===== src/rtl/bctx_pkg.sv =====
`timescale 1ns/1ps
package bctx_pkg;

    // Transfer type codes on htrans
    typedef enum logic [1:0] {
        TR_IDLE = 2'b00,
        TR_BUSY = 2'b01,
        TR_NSEQ = 2'b10,
        TR_SEQ  = 2'b11
    } trans_e;

    // Outcome of one address-phase sample
    typedef enum logic [2:0] {
        CAP_NONE = 3'd0,   // no address phase taken this cycle
        CAP_DROP = 3'd1,   // taken, no access, context discarded
        CAP_HOLD = 3'd2,   // taken, no access, context kept (BUSY)
        CAP_HIT  = 3'd3,   // access continuing the held context
        CAP_MISS = 3'd4    // access that must rebuild the context
    } cap_e;

    // True when byte lane 'lane' lies in the naturally aligned group of
    // 2**size bytes that contains byte offset 'off'.
    function automatic logic lane_on(input logic [31:0] lane,
                                     input logic [2:0]  size,
                                     input logic [2:0]  off);
        logic [31:0] o32;
        o32 = {29'd0, off};
        return (lane >> size) == (o32 >> size);
    endfunction

endpackage


===== src/rtl/bctx_classify.sv =====
`timescale 1ns/1ps
module bctx_classify
    import bctx_pkg::*;
#(
    parameter int IDX_W = 4
) (
    input  logic             hsel,
    input  logic             hready,
    input  logic [1:0]       htrans,
    input  logic [IDX_W-1:0] idx,
    input  logic             ctx_vld,
    input  logic [IDX_W-1:0] ctx_next,
    output cap_e             kind
);

    trans_e tr;
    logic   match;

    assign tr    = trans_e'(htrans);
    assign match = ctx_vld && (idx == ctx_next);

    always_comb begin
        kind = CAP_NONE;
        if (hready) begin
            if (!hsel) begin
                kind = CAP_DROP;
            end else begin
                unique case (tr)
                    TR_IDLE: kind = CAP_DROP;
                    TR_BUSY: kind = CAP_HOLD;
                    TR_NSEQ,
                    TR_SEQ:  kind = match ? CAP_HIT : CAP_MISS;
                    default: kind = CAP_DROP;
                endcase
            end
        end
    end

endmodule


===== src/rtl/bctx_store.sv =====
`timescale 1ns/1ps
module bctx_store #(
    parameter int DEPTH = 16,
    parameter int NB    = 4,
    localparam int IDX_W = $clog2(DEPTH),
    localparam int DW    = NB * 8
) (
    input  logic             clk,
    input  logic             rst_n,
    input  logic             we,
    input  logic [IDX_W-1:0] widx,
    input  logic [NB-1:0]    wmask,
    input  logic [DW-1:0]    wdata,
    input  logic [IDX_W-1:0] ridx_a,
    input  logic [IDX_W-1:0] ridx_b,
    output logic [DW-1:0]    rdata_a,
    output logic [DW-1:0]    rdata_b
);

    logic [DW-1:0] mem_q [DEPTH];

    always_ff @(posedge clk or negedge rst_n) begin
        if (!rst_n) begin
            for (int w = 0; w < DEPTH; w++) begin
                mem_q[w] <= '0;
            end
        end else if (we) begin
            for (int b = 0; b < NB; b++) begin
                if (wmask[b]) begin
                    mem_q[widx][b*8 +: 8] <= wdata[b*8 +: 8];
                end
            end
        end
    end

    assign rdata_a = mem_q[ridx_a];
    assign rdata_b = mem_q[ridx_b];

endmodule


===== src/rtl/bctx_mem_sub.sv =====
`timescale 1ns/1ps
module bctx_mem_sub
    import bctx_pkg::*;
#(
    parameter int DEPTH  = 16,
    parameter int DATA_W = 32,
    parameter int ADDR_W = 32
) (
    input  logic              clk,
    input  logic              rst_n,
    input  logic              hsel,
    input  logic [ADDR_W-1:0] haddr,
    input  logic [1:0]        htrans,
    input  logic              hwrite,
    input  logic [2:0]        hsize,
    input  logic [DATA_W-1:0] hwdata,
    input  logic              hready,
    output logic [DATA_W-1:0] hrdata,
    output logic              hreadyout,
    output logic              hresp
);

    localparam int NB    = DATA_W / 8;
    localparam int OFF_W = $clog2(NB);
    localparam int IDX_W = $clog2(DEPTH);

    typedef struct packed {
        logic              dp_act;   // a data phase is in progress
        logic              dp_wr;    // that data phase is a write
        logic [IDX_W-1:0]  dp_idx;   // word index of the data phase
        logic [NB-1:0]     dp_mask;  // byte lanes of the data phase
        logic              rdy;      // drives hreadyout
        logic              ctx_vld;  // burst context held
        logic [IDX_W-1:0]  ctx_next; // word index expected next
        logic [DATA_W-1:0] pf;       // prefetched word
    } st_t;

    st_t q, d;

    logic [IDX_W-1:0]  a_idx;
    logic [OFF_W-1:0]  a_off;
    logic [NB-1:0]     a_mask;
    cap_e              kind;
    logic              mem_we;
    logic [DATA_W-1:0] rd_cur;
    logic [DATA_W-1:0] rd_nxt;
    logic [IDX_W-1:0]  nxt_idx;
    logic              ctx_vld_w;
    logic [IDX_W-1:0]  ctx_next_w;
    logic              unused_hi;

    assign a_idx     = haddr[OFF_W +: IDX_W];
    assign a_off     = haddr[OFF_W-1:0];
    assign unused_hi = ^haddr[ADDR_W-1:OFF_W+IDX_W];
    assign nxt_idx   = q.dp_idx + IDX_W'(1);

    always_comb begin
        for (int b = 0; b < NB; b++) begin
            a_mask[b] = lane_on(32'(b), hsize, 3'(a_off));
        end
    end

    bctx_classify #(.IDX_W(IDX_W)) cls_i (
        .hsel     (hsel),
        .hready   (hready),
        .htrans   (htrans),
        .idx      (a_idx),
        .ctx_vld  (q.ctx_vld),
        .ctx_next (q.ctx_next),
        .kind     (kind)
    );

    bctx_store #(.DEPTH(DEPTH), .NB(NB)) mem_i (
        .clk     (clk),
        .rst_n   (rst_n),
        .we      (mem_we),
        .widx    (q.dp_idx),
        .wmask   (q.dp_mask),
        .wdata   (hwdata),
        .ridx_a  (q.dp_idx),
        .ridx_b  (nxt_idx),
        .rdata_a (rd_cur),
        .rdata_b (rd_nxt)
    );

    always_comb begin
        d      = q;
        mem_we = 1'b0;

        // Data phase progress
        if (q.dp_act) begin
            if (!q.rdy) begin
                // Rebuild cycle: fetch the addressed word
                d.pf  = rd_cur;
                d.rdy = 1'b1;
            end else begin
                // Completion: write lands, prefetch the following word
                d.dp_act = 1'b0;
                mem_we   = q.dp_wr;
                d.pf     = rd_nxt;
            end
        end

        // Address phase
        unique case (kind)
            CAP_HIT, CAP_MISS: begin
                d.dp_act   = 1'b1;
                d.dp_wr    = hwrite;
                d.dp_idx   = a_idx;
                d.dp_mask  = a_mask;
                d.rdy      = (kind == CAP_HIT);
                d.ctx_vld  = 1'b1;
                d.ctx_next = a_idx + IDX_W'(1);
            end
            CAP_DROP: d.ctx_vld = 1'b0;
            default: ;
        endcase
    end

    always_ff @(posedge clk or negedge rst_n) begin
        if (!rst_n) begin
            q <= '{dp_act: 1'b0, dp_wr: 1'b0, dp_idx: '0, dp_mask: '0,
                   rdy: 1'b1, ctx_vld: 1'b0, ctx_next: '0, pf: '0};
        end else begin
            q <= d;
        end
    end

    assign hrdata     = (q.dp_act && !q.dp_wr && q.rdy) ? q.pf : '0;
    assign hreadyout  = q.rdy;
    assign hresp      = 1'b0;
    assign ctx_vld_w  = q.ctx_vld;
    assign ctx_next_w = q.ctx_next;

endmodule


===== config.mk =====
export PLATFORM = sky130hd
export DESIGN_NAME = bctx_mem_sub
export DESIGN_NICKNAME = d
export VERILOG_FILES = /design/src/rtl/bctx_pkg.sv /design/src/rtl/bctx_classify.sv /design/src/rtl/bctx_store.sv /design/src/rtl/bctx_mem_sub.sv
export SDC_FILE = /design/constraint.sdc
export NUM_CORES = 1
export LEC_CHECK = 0
export BUFFER_PORTS_ARGS = -buffer_cell sky130_fd_sc_hd__buf_2
export CAP_MARGIN = 40
export CORE_UTILIZATION = 32
export CTS_CLUSTER_DIAMETER = 100
export DETAILED_ROUTE_END_ITERATION = 8
export PLACE_DENSITY = 0.59
export SLEW_MARGIN = 0
export SYNTH_ARGS = -nofsm -noshare
export SYNTH_HDL_FRONTEND = slang
export SYNTH_SLANG_ARGS = --single-unit

===== constraint.sdc =====
create_clock -name clk -period 9.3 [get_ports clk]
set_input_delay 1.395 -clock clk [delete_from_list [all_inputs] [get_ports clk]]
set_output_delay 1.395 -clock clk [all_outputs]
set_load 0.05 [all_outputs]

==> results.md <==
- The number of buffers inserted by post-CTS setup repair is 0.
- The number of routed nets with antenna violations is 0.
- In the layout the commonest cells are 556 x dfrtp_1, 422 x mux2_2, 256 x mux4_2.
- The number of slew-limit violations in the final report was 0.
- For this run, the leading register cell type out of synthesis is dfrtp_1.
- The initial antenna violation count is 9.
- The worst clock skew is 0.0303 ns.
- Counting the fill cells in the layout gives 8313.
- The most numerous cell on the critical path is buf_4.
- On the critical path, the stage with the largest delay is an instance of nor3_2.
- Setup repair after global routing left no endpoint under its margin.
- The final count of hold timing violations is 0.
- The synthesized net count is 1999.
- During I/O placement, the number of pins put on the boundary was 108.
- Power spread over the standard cell area amounts to 222 mW/mm^2.
- The pin count of the biggest net entering global routing is 159.
- The core outline area is 0.0904 mm^2.
- The number of vias per cell after detailed routing is 5.78.
- The most common cell after layout, fill and taps aside is dfrtp_1.
- The post-route netlist has 48.1% of its cells at a drive strength greater than 1.
- The cell chosen for the clock root is clkbuf_16.
- STA puts the critical path data required time at 7.91 ns.
- The average cell area after synthesis is 15.3 um^2.
- Max-cap violations in this run came to 0.
- Before antenna repair, the detailed router went through 5 iterations.
- Data on the critical path arrives at its endpoint at 3.44 ns.
- The worst setup path is captured at an output pin.
- For the final routed database, the setup TNS stands at 0 ns.
- Summing all non-filler instances in the final layout gives an area of 0.0333 mm^2.
- Wires add up to 84.8 mm.
- The count of distinct cell types in the synthesized netlist is 35.
- Summing all multi-input logic gate instances after layout gives 0.0147 mm^2.
- Global routing consumed, over all layers together, 18.4% of the routing resources.
- For the pin with the worst max-slew slack, the measured transition is 0.965 ns.
- The class of the tightest hold or removal check is reg -> reg.
- The later-pin clock latency in the skew report is 0.61 ns.
- The shortest period the worst path allows is 4.84 ns.
- The global route total overflow is 0.
- Once placement finished, the instance area stood at 0.0310 mm^2.
- The net count of the finished layout is 2022.
- Once the floorplan was initialized, standard cells occupied 32.5% of the core.
- The width of the chip is 305 um.
- The worst-case headroom to the max-slew limit is 35.7%.
- The sink count of the clock tree is 560.
- Compared with the post-synthesis result, the final layout area differs by 13.3%.
- The vertical die dimension is 305 um.
- Of all nets on the critical path, the largest fanout is 36.
- The top achievable clock speed is 0.207 GHz.
- The buffer depth of the longest clock path is 3.
- TritonCTS built the clock tree.
- The register bit total from synthesis is 560.
- The share of the Yosys chip area taken by registers is 47.7%.
- The reported leakage power is 0.0143 uW.
- In this run the number of H-tree levels came out at 3.
- The final period utilization is 52.0%.
- Hold is met by 0.504 ns.
- The die covers 0.0930 mm^2.
- The largest single stage delay on the critical path is 0.66 ns.
- The post-synthesis instance total is 1920.
- Across all layers, the routed design uses 18300 vias.
- The number of failing setup endpoints in the final timing report is 0.
- The critical path goes through buf_4 > inv_2 > nor3_2 > buf_4 > and2_1 > buf_2.
- In this run the core area contains 110 standard-cell rows.
- The netlist area before placement is 0.0294 mm^2.
- The number of buffers inserted by port buffering is 80.
- The first-pass GRT wire length is 129 mm.
- After clock tree synthesis, the clock-pin slew on the worst setup and hold paths is 0.06 ns.
- The post-synthesis async set-or-reset flop share is 100%.
- The placed wire-length estimate after detailed placement is 50.5 mm.
- The path type of the worst setup path is reg -> out.
- The via count of the first global-routing pass is 20100.
- The flow ran to the end, and the final reports show no timing, DRC or antenna violations.
- In this run, CTS created clock tree buffers numbering 66.
- The synthesized design contains 0 enable-type register cells.
- The register area is 0.0140 mm^2.
- The number of hold buffers added after CTS was 0.
- The number of warnings issued by yosys is 0.
- The peak supply drop is 0.000144 V.
- Once the clock tree was built, the resizer swapped 0 gates to a different size.
- The detailed-route DRC error count is 0.
- In the final routed layout, each cell accounts on average for 26.8 um.
- The number of DRC markers after the initial detailed-route iteration is 1762.
- The placer congestion estimate is 0.758.
- STA classifies the critical path startpoint as a flop.
## state kept, by name, summed over array words and instances, names as in the netlist
register,flops
q,42
ctx_next_w,4
mem_i.mem_q,512
ctx_vld_w,1
hreadyout,1
## stage by stage
step,std cells,util (%),total power [uW],setup slack (ns)
CTS,3165,36.8,7450,4.34
global placement,3043,34.1,4660,5.03
finish,3167,36.8,7380,4.46
floorplan,1920,-,4180,5.78
global route,3166,36.8,7690,4.20
detailed placement,3050,34.3,4750,4.99
## worst max-delay path: cells and delay by family (launching register included)
family | cells | cell delay (ns)
flip-flops | 1 | 0.51
buffers and inverters | 4 | 1.44
AND/OR/NAND/NOR | 2 | 0.86
## worst paths after layout
check	end	slack [ns]	startpoint	cells after the start
worst max-delay path	hrdata[2]	4.46	hreadyout	6
worst min-delay path	ctx_vld_w	0.50	ctx_vld_w	2
worst max register to register	q[2]	5.24	q[43]	7
worst min register to register	ctx_vld_w	0.50	ctx_vld_w	2
max in group asynchronous	q[43]	6.88	rst_n	2
min in group asynchronous	mem_i.mem_q[428]	0.88	rst_n	1
## cell usage after synthesis (8+ instances only)
master	number	share of area, %
mux4_2	256	20
mux2_2	422	16
mux2i_1	64	2.2
buf_2	50	0.85
nor3_1	34	0.58
o21ai_0	8	0.14
dfrtp_1	559	48
o31ai_1	32	0.82
clkbuf_1	91	1.2
a21oi_1	34	0.58
nor2_2	48	1.0
nand2_1	25	0.32
a22oi_1	64	1.6
mux2_1	96	3.7
nand3_1	19	0.32
buf_6	9	0.34
o32a_1	32	1.1
and2_1	33	0.70
## area by class of cell
cell class,instances,area share (%)
clock inverters,23,0.895
flip-flops and latches,560,42.1
clock buffers,92,5.84
repair buffers,112,2.47
well taps,1176,4.42
multi-input cells,1198,44.2
inverters,5,0.0564
diodes,1,0.00752
## layer usage
metal  vias up  wire (um)  GRT usage (%)
li1       7545          -              -
met5         -         50              0
met1      9880      35500           24.4
met4         8       3430           8.32
met3       211       5410           3.62
met2       662      40400           29.2
## report_power, final
| part | leakage, uW | switching (uW) | total (uW) | internal [uW] |
|---|---|---|---|---|
| combinational | 0.00577 | 901 | 1730 | 830 |
| sequential | 0.00737 | 253 | 2960 | 2710 |
| clock | 0.00112 | 1030 | 2680 | 1650 |
## cell families after synthesis
group                    Yosys count  synth area share [%]
multiplexers                     838                  41.7
flip-flops                       560                  47.7
AO/OA/AOI/OAI                    176                  4.40
AND/OR/NAND/NOR                  169                  3.14
buffers and inverters            162                  2.56
XOR/XNOR                           9                 0.294
adder cells (fa/ha/maj)            5                 0.213
other                              1                0.0128
(Power assumes the default switching activity.)
